### src/rtl/wdt_pkg.sv
package wdt_pkg;
  localparam int unsigned SEL_W = 3;

  typedef enum logic [1:0] {
    PAIR_IDLE  = 2'd0,
    PAIR_HAVE1 = 2'd1,
    PAIR_HAVE2 = 2'd2
  } pair_st_e;
endpackage

### src/rtl/wdt_tick_gen.sv
module wdt_tick_gen #(
  parameter int unsigned SYS_DIV = 8
) (
  input  logic clk_i,
  input  logic rst_ni,
  input  logic en_i,
  input  logic src_instr_i,
  input  logic osc_tick_i,
  input  logic pdn_i,
  input  logic sync_clr_i,
  output logic tick_o
);
  localparam int unsigned DW = (SYS_DIV > 1) ? $clog2(SYS_DIV) : 1;
  localparam logic [DW-1:0] DIV_LAST = DW'(SYS_DIV - 1);

  logic [DW-1:0] div_q;
  logic          run;
  logic          wrap;

  // system clock is stopped in power-down, so the divider freezes
  assign run  = en_i & src_instr_i & ~pdn_i;
  assign wrap = run & (div_q == DIV_LAST);

  always_ff @(posedge clk_i or negedge rst_ni) begin
    if (!rst_ni)         div_q <= '0;
    else if (sync_clr_i) div_q <= '0;
    else if (run)        div_q <= wrap ? '0 : div_q + 1'b1;
  end

  assign tick_o = en_i & (src_instr_i ? wrap : osc_tick_i);

  AST_INSTR_FROZEN_PDN: assert property (@(posedge clk_i) disable iff (!rst_ni)
    (src_instr_i && pdn_i) |=> $stable(div_q));
endmodule

### src/rtl/wdt_counter.sv
module wdt_counter #(
  parameter int unsigned FIX_BITS = 8,
  parameter int unsigned SEL_W    = 3
) (
  input  logic             clk_i,
  input  logic             rst_ni,
  input  logic             tick_i,
  input  logic             clr_i,
  input  logic [SEL_W-1:0] ws_i,
  output logic             ovf_o
);
  localparam int unsigned PSC_W = (1 << SEL_W) - 1;

  logic [FIX_BITS-1:0] fix_q;
  logic [PSC_W-1:0]    psc_q;
  logic [PSC_W-1:0]    mask;
  logic                fix_wrap;

  always_comb begin
    mask = '0;
    for (int i = 0; i < PSC_W; i++) mask[i] = (i < int'(ws_i));
  end

  assign fix_wrap = tick_i & (&fix_q);
  assign ovf_o    = fix_wrap & ((psc_q & mask) == mask);

  always_ff @(posedge clk_i or negedge rst_ni) begin
    if (!rst_ni) begin
      fix_q <= '0;
      psc_q <= '0;
    end else if (clr_i || ovf_o) begin
      fix_q <= '0;
      psc_q <= '0;
    end else if (tick_i) begin
      fix_q <= fix_q + 1'b1;
      if (fix_wrap) psc_q <= psc_q + 1'b1;
    end
  end

  AST_CLR_ZEROES: assert property (@(posedge clk_i) disable iff (!rst_ni)
    clr_i |=> (fix_q == '0 && psc_q == '0));
  AST_IDLE_HOLDS: assert property (@(posedge clk_i) disable iff (!rst_ni)
    (!tick_i && !clr_i) |=> ($stable(fix_q) && $stable(psc_q)));
endmodule

### src/rtl/wdt_clear_ctl.sv
module wdt_clear_ctl
  import wdt_pkg::*;
(
  input  logic clk_i,
  input  logic rst_ni,
  input  logic en_i,
  input  logic pair_mode_i,
  input  logic clr_i,
  input  logic clr1_i,
  input  logic clr2_i,
  input  logic tmo_i,
  output logic clr_ok_o
);
  pair_st_e st_q, st_d;
  logic     only1, only2;

  // decoded strobes are exclusive; both at once is treated as no strobe
  assign only1 = clr1_i & ~clr2_i;
  assign only2 = clr2_i & ~clr1_i;

  always_comb begin
    st_d     = st_q;
    clr_ok_o = 1'b0;
    if (en_i) begin
      if (!pair_mode_i) begin
        clr_ok_o = clr_i;
      end else begin
        unique case (st_q)
          PAIR_IDLE: begin
            if (only1)      st_d = PAIR_HAVE1;
            else if (only2) st_d = PAIR_HAVE2;
          end
          PAIR_HAVE1: if (only2) begin
            clr_ok_o = 1'b1;
            st_d     = PAIR_HAVE2;
          end
          PAIR_HAVE2: if (only1) begin
            clr_ok_o = 1'b1;
            st_d     = PAIR_HAVE1;
          end
          default: st_d = PAIR_IDLE;
        endcase
      end
    end
    if (tmo_i) st_d = PAIR_IDLE;
  end

  always_ff @(posedge clk_i or negedge rst_ni) begin
    if (!rst_ni) st_q <= PAIR_IDLE;
    else         st_q <= st_d;
  end

  AST_PAIR_NO_REPEAT1: assert property (@(posedge clk_i) disable iff (!rst_ni)
    (pair_mode_i && clr_ok_o && only1) |=> !(pair_mode_i && clr_ok_o && only1));
  AST_PAIR_NO_REPEAT2: assert property (@(posedge clk_i) disable iff (!rst_ni)
    (pair_mode_i && clr_ok_o && only2) |=> !(pair_mode_i && clr_ok_o && only2));
  AST_TMO_TO_IDLE: assert property (@(posedge clk_i) disable iff (!rst_ni)
    tmo_i |=> (st_q == PAIR_IDLE));
endmodule

### src/rtl/wdt_core.sv
module wdt_core
  import wdt_pkg::*;
#(
  parameter int unsigned FIX_BITS = 8,
  parameter int unsigned SYS_DIV  = 8
) (
  input  logic             clk_i,
  input  logic             rst_ni,
  input  logic             wdt_en_i,
  input  logic             src_sel_i,
  input  logic             osc_tick_i,
  input  logic             pair_mode_i,
  input  logic [SEL_W-1:0] ws_i,
  input  logic             clr_i,
  input  logic             clr1_i,
  input  logic             clr2_i,
  input  logic             halt_i,
  input  logic             pdn_i,
  output logic             full_rst_o,
  output logic             pc_rst_o,
  output logic             to_o
);
  logic tick, clr_ok, sync_clr, ovf, tmo;
  logic full_q, pc_q, to_q;

  assign sync_clr = clr_ok | halt_i;
  assign tmo      = ovf & ~sync_clr;

  wdt_tick_gen #(.SYS_DIV(SYS_DIV)) u_tick (
    .clk_i, .rst_ni,
    .en_i        (wdt_en_i),
    .src_instr_i (src_sel_i),
    .osc_tick_i,
    .pdn_i,
    .sync_clr_i  (sync_clr),
    .tick_o      (tick)
  );

  wdt_counter #(.FIX_BITS(FIX_BITS), .SEL_W(SEL_W)) u_cnt (
    .clk_i, .rst_ni,
    .tick_i (tick),
    .clr_i  (sync_clr),
    .ws_i,
    .ovf_o  (ovf)
  );

  wdt_clear_ctl u_clr (
    .clk_i, .rst_ni,
    .en_i     (wdt_en_i),
    .pair_mode_i,
    .clr_i, .clr1_i, .clr2_i,
    .tmo_i    (tmo),
    .clr_ok_o (clr_ok)
  );

  always_ff @(posedge clk_i or negedge rst_ni) begin
    if (!rst_ni) begin
      full_q <= 1'b0;
      pc_q   <= 1'b0;
      to_q   <= 1'b0;
    end else begin
      full_q <= tmo & ~pdn_i;
      pc_q   <= tmo & pdn_i;
      if (clr_ok)              to_q <= 1'b0;
      else if (tmo && !pdn_i)  to_q <= 1'b1;
    end
  end

  assign full_rst_o = full_q;
  assign pc_rst_o   = pc_q;
  assign to_o       = to_q;

  AST_ONE_KIND: assert property (@(posedge clk_i) disable iff (!rst_ni)
    !(full_rst_o && pc_rst_o));
  AST_FULL_FLAGS: assert property (@(posedge clk_i) disable iff (!rst_ni)
    full_rst_o |-> to_o);
  AST_FULL_PULSE: assert property (@(posedge clk_i) disable iff (!rst_ni)
    full_rst_o |=> !full_rst_o);
  AST_PC_PULSE: assert property (@(posedge clk_i) disable iff (!rst_ni)
    pc_rst_o |=> !pc_rst_o);
  AST_DISABLED_QUIET: assert property (@(posedge clk_i) disable iff (!rst_ni)
    !wdt_en_i |=> (!full_rst_o && !pc_rst_o));
  AST_TO_STICKY: assert property (@(posedge clk_i) disable iff (!rst_ni)
    (to_o && !clr_ok) |=> to_o);
endmodule

### config.mk
export PLATFORM = sky130hd
export DESIGN_NAME = wdt_core
export DESIGN_NICKNAME = d
export VERILOG_FILES = /design/src/rtl/wdt_pkg.sv /design/src/rtl/wdt_tick_gen.sv /design/src/rtl/wdt_counter.sv /design/src/rtl/wdt_clear_ctl.sv /design/src/rtl/wdt_core.sv
export SDC_FILE = /design/constraint.sdc
export NUM_CORES = 1
export LEC_CHECK = 0
export ABC_AREA = 1
export BUFFER_PORTS_ARGS = -buffer_cell sky130_fd_sc_hd__buf_2
export CAP_MARGIN = 20
export CORE_MARGIN = 4
export CORE_UTILIZATION = 34
export CTS_CLUSTER_DIAMETER = 200
export DETAILED_ROUTE_END_ITERATION = 10
export PLACE_DENSITY = 0.56
export SLEW_MARGIN = 5
export SYNTH_ARGS = -nofsm -noshare
export SYNTH_HDL_FRONTEND = slang
export SYNTH_HIERARCHICAL = 1
export SYNTH_SLANG_ARGS = --single-unit
### constraint.sdc
create_clock -name clk_i -period 3 [get_ports clk_i]
set_clock_uncertainty 0.15 [all_clocks]
set_input_delay 0.3 -clock clk_i [delete_from_list [all_inputs] [get_ports clk_i]]
set_output_delay 0.3 -clock clk_i [all_outputs]
set_load 0.02 [all_outputs]
==> out/results.md, run 1 <==
• final worst setup slack: 0.563 ns
• power density normalized to cell area: 413 nW/um^2
• area taken by multi-input logic gates: 781 um^2
• Cells after DPL: 279
• leakage: 0.920 nW
• setup repair after global routing missed its margin: false
• adder-cell area share of the yosys netlist: 6.61%
• clock edge transition at the registers on the reported setup and hold paths: 0.08 ns
• per-cell via count in the routed design: 4.40
• data required time at the worst endpoint: 3.01 ns
• final standard cell count with taps included and fillers excluded: 284
• largest net degree at the start of global routing: 24
• final net count: 255
• number of antenna violations at the first check in global routing: 0
• slew of the pin with the lowest slew margin: 0.524 ns
• Final Core Density: 39.1%
• Post-Synthesis Net Count: 235
• sequential standard cell area: 576 um^2
• GPL Wtd Cong: 0.808
• die extent in x: 74.7 um
• Synth Register Bits: 23
• number of H-tree branching levels: 1
• number of I/O pins: 17
• worst vdd ir: 0.000159 V
• cell at the root of the clock tree: sky130_fd_sc_hd__clkbuf_8
• final number of hold-violating endpoints: 0
• kind of start point of the critical path: flop
• wire length per cell after detailed routing: 9.51 um
• routed vias: 1251
• clk_lat worst skew: 0.27 ns
• die height: 74.7 um
• share of cells above drive strength 1: 17.7%
• dpl hpwl: 2.12 mm
• largest area contributor in the synthesized netlist: sky130_fd_sc_hd__dfrtp_1
• DR pass1 iterations: 4
• mux cell area share after synthesis: 0%
• class of the most critical hold timing path: input port to flop
• most common cell in the synthesized netlist: sky130_fd_sc_hd__nand2_1
• number of warnings issued by yosys: 6
• element type at the critical path end: flop
• number of sinks on the clock net: 23
• global-route wire length before repair: 4.73 mm
• Synth cell types: 22
• proportion of synthesized chip area in sequential cells: 38.0%
• Detailed Route WL: 2.70 mm
• Area Growth Syn to Fin: 11.7%
• max-capacitance violation count: 0
• top area cells in the synthesized netlist: sky130_fd_sc_hd__dfrtp_1, sky130_fd_sc_hd__nand2_1, sky130_fd_sc_hd__inv_1
• antenna cell count: 0
• aggregate global-route resource usage: 10.7%
• cell area after technology mapping: 1510 um^2
• Post-synth top cells: sky130_fd_sc_hd__nand2_1, sky130_fd_sc_hd__inv_1, sky130_fd_sc_hd__dfrtp_1
• endpoints failing setup: 0
• xor and xnor fraction of the mapped netlist area: 1.16%
• die footprint: 5580 um^2
• via count of the first global-routing pass: 1120
• Fmax achieved: 410 MHz
• leftover overflow at the end of global routing: 0
• per-instance average area after synthesis: 7.11 um^2
• row count: 24
• number of gates given a new drive strength after cts: 0
• Layout fillers: 469
• Starting DRT DRC Count: 64
• number of pins with negative max-slew slack in the final report: 0
• DRC violation count after routing: 0
• category of the most critical setup path: flop to flop
• Arrival @ worst endpoint: 2.44 ns
• synthesized-area fraction occupied by ao, oa, aoi and oai cells: 3.80%
• largest fanout on the critical path: 5
• cell count after synthesis: 213
• run status: finished clean
• dominant synthesized flop cell: sky130_fd_sc_hd__dfrtp_1
• async set-reset flop share out of synthesis: 100%
• TritonCTS clock tree: built
• total core area: 4320 um^2
• total of buffers placed on input and output ports: 16
• antenna viol nets, final: 0
• relative slew slack: 65.1%
• area share of and/or/nand/nor cells after synthesis: 40.0%
• maximum buffer depth of the clock tree: 2
• initial core utilization: 35.0%
• Period Utilization, post-route: 81.2%
• Setup TNS Final: 0 ns
• final critical path time including I/O delays and setup: 2.44 ns
• TritonCTS Buffers: 3
• worst hold slack across all endpoints: 0.129 ns
• Placement Setup Slack: 0.548 ns
• number of enable flip-flop cells after synthesis: 0
• top cell type's share of synthesized area: 38.0%
• largest family of logic cells by synthesized area: simple AND/OR/NAND/NOR gates
## worst paths after layout
path                                   endpoint  slack (ns)  cells past startpoint             from
min in group asynchronous        u_cnt/fix_q[5]        0.39                      2           rst_ni
worst min register to register  u_tick/div_q[1]        0.33                      2  u_tick/div_q[1]
worst max register to register   u_cnt/fix_q[4]        0.56                     14    u_clr/st_q[0]
worst min-delay path                   pc_rst_o        0.13                      3            pdn_i
max in group asynchronous        u_cnt/fix_q[7]        1.96                      2           rst_ni
worst max-delay path             u_cnt/fix_q[4]        0.56                     14    u_clr/st_q[0]
## critical path, stage by stage (launching register included)
cell and delay (ns):
sky130_fd_sc_hd__dfrtp_1 0.41, sky130_fd_sc_hd__inv_1 0.12, sky130_fd_sc_hd__ha_1 0.20, sky130_fd_sc_hd__inv_1 0.06, sky130_fd_sc_hd__o21ai_0 0.17, sky130_fd_sc_hd__nand2_1 0.07
sky130_fd_sc_hd__a21oi_1 0.19, sky130_fd_sc_hd__nor2_2 0.08, sky130_fd_sc_hd__inv_1 0.12, sky130_fd_sc_hd__nor2_1 0.10, sky130_fd_sc_hd__nor2_1 0.17, sky130_fd_sc_hd__nand2_1 0.09
sky130_fd_sc_hd__nor2_1 0.16, sky130_fd_sc_hd__xor2_1 0.16, sky130_fd_sc_hd__nor2_1 0.06
## logic make-up after synthesis
logic type,Yosys count
xor gates and xnor gates,2
buffers and inverters,38
AOI/OAI and AO/OA,11
DFF,23
and+or+nand+nor,131
adders and majority gates,8
## cell usage in the layout, fill, tap and decap left out, drive strengths merged
cell type	count
nand2	74
inv	36
nor2	30
dfrtp	23
nand3	20
buf	16
ha	8
o21ai	7
clkbuf	4
a21oi	3
nand4	3
nor3	2
dlygate4sd3	1
or2	1
xnor2	1
o21bai	1
xor2	1
nand3b	1
## per-layer routing
| metal | vias to the layer above | GRT usage (%) | part of all wire [%] |
|---|---|---|---|
| met2 | 10 | 17.7 | 45 |
| met4 | 0 | 2.37 | 0.78 |
| met1 | 550 | 14.2 | 51 |
| met3 | 4 | 2.80 | 3.1 |
| met5 | - | 0 | 0 |
| li1 | 687 | - | - |
## power by group
| part | internal, W | switching, W | leakage, nW |
|---|---|---|---|
| registers | 0.000325 | 0.0000148 | 0.318 |
| clock network | 0.0000949 | 0.000102 | 0.0228 |
| logic | 0.0000619 | 0.000101 | 0.578 |
| total | 0.000482 | 0.000217 | 0.920 |
## layout make-up
class | instances | area share [%]
clock buffers | 4 | 2.66
inverters | 36 | 7.99
multi-input cells | 152 | 46.2
flip-flops and latches | 23 | 34.0
well taps | 52 | 3.85
repair buffers | 17 | 5.33
## state kept, by name, indices dropped and copies added (netlist names)
register,cells
to_o,1
u_cnt/psc_q,7
u_cnt/fix_q,8
pc_rst_o,1
u_tick/div_q,3
full_rst_o,1
u_clr/st_q,2
## through the flow
| step | total power (W) | instance area (um^2) |
|---|---|---|
| finish | 0.000699 | 1690 |
| global route | 0.000753 | 1690 |
| global placement | 0.000512 | 1640 |
| CTS | 0.000711 | 1690 |
| floorplan | 0.000470 | 1510 |
| detailed placement | 0.000510 | 1640 |
## what timing repair did
item	in CTS	in global routing
endpoints found under the hold margin	23	0
hold buffers	1	0
buffers inserted	0	0
Note: power is estimated with default switching activity, not from simulation.
==> run 2: changes to the inputs <==
Settings changed: ABC_AREA 1 to 0, PLACE_DENSITY 0.56 to 0.58.
Clock period 3 ns to 2.2 ns, I/O delays scaled along.
==> run 2 against run 1 <==
- the flow now finishes with violations (setup timing)
- area after synthesis is 7.8% lower
- final cell count decreased by 19%
- fmax increased by 9.7%
- sequential power is 34% higher
- critical path depth is 4 lower
- worst hold slack got worse by 0.098 ns
==> out/results.md, run 2 <==
• Period Utilization, post-route: 101%, was 81.2%
• largest family of logic cells by synthesized area: simple AND/OR/NAND/NOR gates, unchanged
• Hold Path End: full_rst_o, was pc_rst_o
• Post-Synthesis Net Count: 164, was 235
• area share of and/or/nand/nor cells after synthesis: 23.8%, was 40.0%
• capture instance of the worst register-to-register path: pc_rst_o, was u_cnt/fix_q[4]
• cell at the root of the clock tree: sky130_fd_sc_hd__clkbuf_8, unchanged
• number of H-tree branching levels: 1, unchanged
• Fmax achieved: 450 MHz, was 410 MHz
• cell count after synthesis: 142, was 213
• top area cells in the synthesized netlist: sky130_fd_sc_hd__dfrtp_1, sky130_fd_sc_hd__ha_1, sky130_fd_sc_hd__nor2_1, was sky130_fd_sc_hd__dfrtp_1, sky130_fd_sc_hd__nand2_1, sky130_fd_sc_hd__inv_1
• TritonCTS clock tree: built, unchanged
• clk_lat worst skew: 0.25 ns, was 0.27 ns
• largest net degree at the start of global routing: 24, unchanged
• Synth cell types: 49, was 22
• Final Core Density: 45.2%, was 39.1%
• Synth Register Bits: 23, unchanged
• cell area after technology mapping: 1400 um^2, was 1510 um^2
• number of enable flip-flop cells after synthesis: 0, unchanged
• data required time at the worst endpoint: 2.25 ns, was 3.01 ns
• category of the most critical setup path: flop to flop, unchanged
• global-route wire length before repair: 5.25 mm, was 4.73 mm
• antenna viol nets, final: 0, unchanged
• Detailed Route WL: 3.11 mm, was 2.70 mm
• dominant synthesized flop cell: sky130_fd_sc_hd__dfrtp_1, unchanged
• Starting DRT DRC Count: 56, was 64
• routed vias: 1211, was 1251
• via count of the first global-routing pass: 1201, was 1120
• Post-synth top cells: sky130_fd_sc_hd__dfrtp_1, sky130_fd_sc_hd__nor2_1, sky130_fd_sc_hd__nand2_1, was sky130_fd_sc_hd__nand2_1, sky130_fd_sc_hd__inv_1, sky130_fd_sc_hd__dfrtp_1
• per-cell via count in the routed design: 5.27, was 4.40
• post-route design area: 1810 um^2, was 1690 um^2
• antenna cell count: 0, unchanged
• total core area: 4000 um^2, was 4320 um^2
• DR pass1 iterations: 4, unchanged
• kind of start point of the critical path: flop, unchanged
• power density normalized to cell area: 558 nW/um^2, was 413 nW/um^2
• violations in the final reports: setup timing
• run status: finished, violations left, was finished clean
• element type at the critical path end: flop, unchanged
• aggregate global-route resource usage: 12.5%, was 10.7%
• top cell type's share of synthesized area: 41.2%, was 38.0%
• clock edge transition at the registers on the reported setup and hold paths: 0.08 ns, about the same
• die height: 72.1 um, was 74.7 um
• Critical R2R Launch: u_tick/div_q[0], was u_clr/st_q[0]
• final net count: 203, was 255
• largest fanout on the critical path: 3, was 5
• dpl hpwl: 2.27 mm, was 2.12 mm
• synthesized-area fraction occupied by ao, oa, aoi and oai cells: 17.1%, was 3.80%
• Arrival @ worst endpoint: 2.27 ns, was 2.44 ns
• cell depth of the worst flop-to-flop path: 10, was 14
• R2R Setup Slk: -0.02 ns, was 0.56 ns
• row count: 23, was 24
• hold path startpoint: pdn_i, unchanged
• number of I/O pins: 17, unchanged
• largest area contributor in the synthesized netlist: sky130_fd_sc_hd__dfrtp_1, unchanged
• Biggest register: u_cnt/fix_q, unchanged
• most common cell in the synthesized netlist: sky130_fd_sc_hd__dfrtp_1, was sky130_fd_sc_hd__nand2_1
• initial core utilization: 34.9%, was 35.0%
• final critical path time including I/O delays and setup: 2.22 ns, was 2.44 ns
• number of antenna violations at the first check in global routing: 0, unchanged
• number of pins with negative max-slew slack in the final report: 0, unchanged
• xor and xnor fraction of the mapped netlist area: 5.02%, was 1.16%
• leftover overflow at the end of global routing: 0, unchanged
• endpoints failing setup: 2, was 0
• proportion of synthesized chip area in sequential cells: 41.2%, was 38.0%
• Largest register FFs: 8, unchanged
• DRC violation count after routing: 0, unchanged
• TritonCTS Buffers: 3, unchanged
• largest registers: u_cnt/fix_q (8), u_cnt/psc_q (7), u_tick/div_q (3), unchanged
• leading cell types in the layout, fill and taps excluded: sky130_fd_sc_hd__dfrtp_1, sky130_fd_sc_hd__buf_4, sky130_fd_sc_hd__buf_2, was sky130_fd_sc_hd__nand2_1, sky130_fd_sc_hd__inv_1, sky130_fd_sc_hd__dfrtp_1
• wire length per cell after detailed routing: 13.5 um, was 9.51 um
• leading cell type in the layout, fill and taps excluded: sky130_fd_sc_hd__dfrtp_1, was sky130_fd_sc_hd__nand2_1
• final worst setup slack: -0.0202 ns, was 0.563 ns
• maximum buffer depth of the clock tree: 2, unchanged
• per-instance average area after synthesis: 9.83 um^2, was 7.11 um^2
• die extent in x: 72.1 um, was 74.7 um
• Cells after DPL: 216, was 279
• relative slew slack: 65.0%, was 65.1%
• total of buffers placed on input and output ports: 16, unchanged
• slew of the pin with the lowest slew margin: 0.525 ns, was 0.524 ns
• Setup TNS Final: -0.0209 ns, was 0 ns
• setup repair after global routing missed its margin: true, was false
• final standard cell count with taps included and fillers excluded: 230, was 284
• number of sinks on the clock net: 23, unchanged
• die footprint: 5200 um^2, was 5580 um^2
• async set-reset flop share out of synthesis: 100%, unchanged
• number of warnings issued by yosys: 6, unchanged
• mux cell area share after synthesis: 2.51%, was 0%
• GPL Wtd Cong: 0.820, was 0.808
• class of the most critical hold timing path: input port to flop, unchanged
• Area Growth Syn to Fin: 29.4%, was 11.7%
• leakage: 0.813 nW, was 0.920 nW
• worst vdd ir: 0.000217 V, was 0.000159 V
• worst hold path cell count: 2, was 3
• placed standard-cell area: 1630 um^2, was 1640 um^2
• max-capacitance violation count: 0, unchanged
• share of cells above drive strength 1: 40.0%, was 17.7%
• final number of hold-violating endpoints: 0, unchanged
• adder-cell area share of the yosys netlist: 7.17%, was 6.61%
[run 2: changes by cell type after synthesis, sizes merged, moves of 4 or more]
cell | previous run | this run
nand3 | 20 | 3
nand2 | 74 | 11
nand2b | 0 | 8
xor2 | 1 | 5
inv | 36 | 9
nor2 | 30 | 14
[run 2: kinds of logic (layout without fill, tap and decap cells)]
group	after synthesis	count (layout)
AND/OR/NAND/NOR	55	56
AO/OA/AOI/OAI	34	34
flip-flops	23	23
buffers and inverters	11	48
adder cells (fa/ha/maj)	8	8
XOR/XNOR	8	8
multiplexers	3	3
[run 2: power breakdown]
| part | internal, W | leakage, nW | total (W) | switching [W] |
|---|---|---|---|---|
| registers | 0.000439 | 0.319 | 0.000455 | 0.0000166 |
| clock network | 0.000129 | 0.0228 | 0.000257 | 0.000128 |
| logic | 0.000153 | 0.471 | 0.000296 | 0.000144 |
| total | 0.000720 | 0.813 | 0.00101 | 0.000289 |
[run 2: final cells by class]
| cell class | count | area, um^2 |
|---|---|---|
| clock buffers | 4 | 45.0 |
| repair buffers | 35 | 225 |
| inverters | 9 | 36.3 |
| fillers | 386 | 2190 |
| flip-flops and latches | 23 | 576 |
| well taps | 50 | 62.6 |
| multi-input cells | 109 | 862 |
[run 2: timing repair]
item | 4_1_cts | 5_1_grt
hold endpoints to repair | 23 | 0
endpoints found under the setup margin | 9 | 22
resized for setup | 4 | 12
pin swaps | 1 | 10
gates cloned | 0 | 1
buffers inserted | 4 | 4
hold buffers | 1 | 0
[run 2: per-stage QoR]
step	setup slack [ns]	hold slack (ns)	power, W
finish	-0.0202	0.0308	0.00101
global route	-0.127	0.0364	0.00107
CTS	-0.0250	0.0210	0.000981
global placement	-0.0303	0.0805	0.000699
floorplan	-0.190	-0.226	0.000614
detailed placement	-0.0734	0.0835	0.000713
[run 2: worst max path at each step]
stage | from | end | depth (start not counted)
6_report | u_tick/div_q[0] | pc_rst_o | 10
5_1_grt | u_tick/div_q[0] | pc_rst_o | 10
4_1_cts | u_tick/div_q[0] | pc_rst_o | 10
3_5_place_dp | u_tick/div_q[0] | pc_rst_o | 10
3_3_place_gp | u_tick/div_q[0] | pc_rst_o | 10
2_1_floorplan | u_tick/div_q[0] | pc_rst_o | 10
[run 2: critical path: stages, from the launching register on]
cell and delay (ns):
sky130_fd_sc_hd__dfrtp_1 0.38, sky130_fd_sc_hd__ha_2 0.20, sky130_fd_sc_hd__ha_4 0.13, sky130_fd_sc_hd__nand3b_1 0.09
sky130_fd_sc_hd__a21boi_2 0.20, sky130_fd_sc_hd__nand2_2 0.08, sky130_fd_sc_hd__nor3_4 0.12, sky130_fd_sc_hd__and4_4 0.22
sky130_fd_sc_hd__or3b_4 0.40, sky130_fd_sc_hd__inv_4 0.07, sky130_fd_sc_hd__and2_4 0.13
[run 2: per-layer routing]
layer	track usage, %	part of all wire, %	up-vias
met1	15.1	45	591
met2	22.4	51	25
met5	0	0	-
li1	-	-	593
met3	2.49	3.7	2
met4	3.13	0.77	0
==> run 3: changes to the inputs <==
Settings changed: HOLD_SLACK_MARGIN set to 0.06, PLACE_DENSITY 0.58 to not set, PLACE_DENSITY_LB_ADDON set to 0.25.
==> run 3 against run 2 <==
- the run still ends with setup timing left
- power grew 16%
- final area grew 7.1%
- final cell count grew 3.0%
- register-to-register slack lost 0.05 ns
- count of clock-buffer cells in the layout shrank 1
- routed wire length grew 17%
- sequential share of layout area shrank 2.1 points
- combinational power grew 46%
- global-route usage grew 0.64 points
- critical path type unchanged
- critical endpoint is now u_cnt/fix_q[6]
- largest cell class unchanged
==> out/results.md, run 3 (synthesis gave the netlist of run 2 again) <==
• Cells after DPL: 215, was 216
• wire length per cell after detailed routing: 15.3 um, was 13.5 um
• area taken by multi-input logic gates: 921 um^2, was 862 um^2
• number of I/O pins: 17, unchanged
• number of antenna violations at the first check in global routing: 0, unchanged
• number of pins with negative max-slew slack in the final report: 0, unchanged
• die extent in x: 72.1 um, unchanged
• leading cell type in the layout, fill and taps excluded: sky130_fd_sc_hd__dfrtp_1, unchanged
• list of cells traversed by the critical path: inv_2 -> buf_6 -> ha_4 -> nand3_2 -> a21boi_2 -> or2_4 -> nor2_4 -> nor4b_4 -> xnor2_1 -> nor2_1, was ha_2 -> ha_4 -> nand3b_1 -> a21boi_2 -> nand2_2 -> nor3_4 -> and4_4 -> or3b_4 -> inv_4 -> and2_4
• last element of the critical path: u_cnt/fix_q[6], was pc_rst_o
• max-capacitance violation count: 0, unchanged
• class of the most critical hold timing path: input port to flop, unchanged
• element type at the critical path end: flop, unchanged
• Critical R2R Launch: u_clr/st_q[0], was u_tick/div_q[0]
• highest-delay cell along the critical path: sky130_fd_sc_hd__dfrtp_1, was sky130_fd_sc_hd__or3b_4
• aggregate global-route resource usage: 13.1%, was 12.5%
• largest registers: u_cnt/fix_q (8), u_cnt/psc_q (7), u_tick/div_q (3), unchanged
• run status: finished, violations left, unchanged
• die height: 72.1 um, unchanged
• TritonCTS Buffers: 3, unchanged
• Placement Setup Slack: -0.0545 ns, was -0.0734 ns
• initial core utilization: 34.9%, unchanged
• antenna cell count: 0, unchanged
• cell depth of the worst flop-to-flop path: 10, unchanged
• global-route wire length before repair: 5.47 mm, was 5.25 mm
• total core area: 4000 um^2, unchanged
• via count of the first global-routing pass: 1212, was 1201
• Period Utilization, post-route: 103%, was 101%
• setup repair after global routing missed its margin: true, unchanged
• final number of hold-violating endpoints: 0, unchanged
• placed standard-cell area: 1620 um^2, was 1630 um^2
• R2R Setup Slk: -0.07 ns, was -0.02 ns
• category of the most critical setup path: flop to flop, unchanged
• final critical path time including I/O delays and setup: 2.27 ns, was 2.22 ns
• worst hold slack across all endpoints: 0.0883 ns, was 0.0308 ns
• leading cell types in the layout, fill and taps excluded: sky130_fd_sc_hd__dfrtp_1, sky130_fd_sc_hd__buf_4, sky130_fd_sc_hd__buf_2, unchanged
• sequential standard cell area: 576 um^2, unchanged
• final worst setup slack: -0.0665 ns, was -0.0202 ns
• final standard cell count with taps included and fillers excluded: 237, was 230
• power after layout: 0.00117 W, was 0.00101 W
• routed vias: 1240, was 1211
• total of buffers placed on input and output ports: 16, unchanged
• final net count: 210, was 203
• die footprint: 5200 um^2, unchanged
• Starting DRT DRC Count: 93, was 56
• Fmax achieved: 441 MHz, was 450 MHz
• slew of the pin with the lowest slew margin: 0.531 ns, was 0.525 ns
• startpoint of the most critical setup path: u_clr/st_q[0], was u_tick/div_q[0]
• Arrival @ worst endpoint: 2.27 ns, about the same
• share of cells above drive strength 1: 44.9%, was 40.0%
• Area Growth Syn to Fin: 38.6%, was 29.4%
• stage delay of the slowest cell on the critical path: 0.46 ns, was 0.40 ns
• worst vdd ir: 0.000245 V, was 0.000217 V
• largest net degree at the start of global routing: 24, unchanged
• GPL Wtd Cong: 0.840, was 0.820
• clock edge transition at the registers on the reported setup and hold paths: 0.09 ns, was 0.08 ns
• capture instance of the worst register-to-register path: u_cnt/fix_q[6], was pc_rst_o
• post-route design area: 1940 um^2, was 1810 um^2
• violations in the final reports: setup timing, unchanged
• maximum buffer depth of the clock tree: 2, unchanged
• TritonCTS clock tree: built, unchanged
• kind of start point of the critical path: flop, unchanged
• Biggest register: u_cnt/fix_q, unchanged
• clk_lat worst skew: 0.27 ns, was 0.25 ns
• per-cell via count in the routed design: 5.23, was 5.27
• dpl hpwl: 2.29 mm, was 2.27 mm
• endpoints failing setup: 4, was 2
• Layout fillers: 360, was 386
• relative slew slack: 64.3%, was 65.0%
• number of sinks on the clock net: 23, unchanged
• Detailed Route WL: 3.63 mm, was 3.11 mm
• antenna viol nets, final: 0, unchanged
• Largest register FFs: 8, unchanged
• leakage: 0.861 nW, was 0.813 nW
• power density normalized to cell area: 602 nW/um^2, was 558 nW/um^2
• leftover overflow at the end of global routing: 0, unchanged
• number of H-tree branching levels: 1, unchanged
• data required time at the worst endpoint: 2.21 ns, was 2.25 ns
• largest fanout on the critical path: 6, was 3
• DR pass1 iterations: 4, unchanged
• DRC violation count after routing: 0, unchanged
• row count: 23, unchanged
• cell at the root of the clock tree: sky130_fd_sc_hd__clkbuf_8, unchanged
-- run 3: layer usage --
layer	wire, um	up-vias	GRT usage [%]
li1	-	596	-
met2	1950	32	22.9
met4	65	0	5.01
met3	152	6	2.91
met5	0	-	0
met1	1470	606	15.6
-- run 3: layout make-up --
class	instances	area share, %
tap	50	3.23
clock inverter	1	0.388
clock buffer	3	2.13
timing repair buffer	42	15.1
inverter	9	1.87
sequential	23	29.7
multi-input combinational	109	47.6
-- run 3: how the worst min path moves through the flow --
stage | start | to | cells after the start
floorplan | rst_ni | full_rst_o | 0
global placement | rst_ni | u_cnt/psc_q[6] | 1
detailed placement | rst_ni | u_cnt/fix_q[0] | 1
CTS | pdn_i | pc_rst_o | 2
global route | pdn_i | pc_rst_o | 2
finish | pdn_i | pc_rst_o | 2
-- run 3: worst max-delay path: cells and delay by family, from the launching register on --
kind	cells	cell delay [ns]
buf+inv	2	0.22
xor+xnor	1	0.17
flops	1	0.46
simple gates	5	0.71
compound gates	1	0.20
fa+ha+maj	1	0.25
-- run 3: where the power goes --
part	internal [W]	switching (W)	total, W	leakage, nW
sequential	0.000439	0.0000225	0.000461	0.319
combinational	0.000232	0.000201	0.000433	0.521
clock	0.000128	0.000143	0.000271	0.0217
-- run 3: per-stage QoR --
| step | utilization, % | setup TNS, ns |
|---|---|---|
| finish | 48.4 | -0.100 |
| global route | 48.4 | -1.55 |
| CTS | 43.6 | 0 |
| detailed placement | 40.5 | -0.148 |
| global placement | 40.5 | -0.104 |
| floorplan | - | -0.767 |
-- run 3: what timing repair did --
item | 4_1_cts | 5_1_grt
endpoints found under the setup margin | 10 | 22
hold buffers | 2 | 0
cloned | 0 | 1
pin swaps | 2 | 15
setup buffers | 7 | 8
gates resized for setup | 3 | 25
hold endpoints to repair | 25 | 0
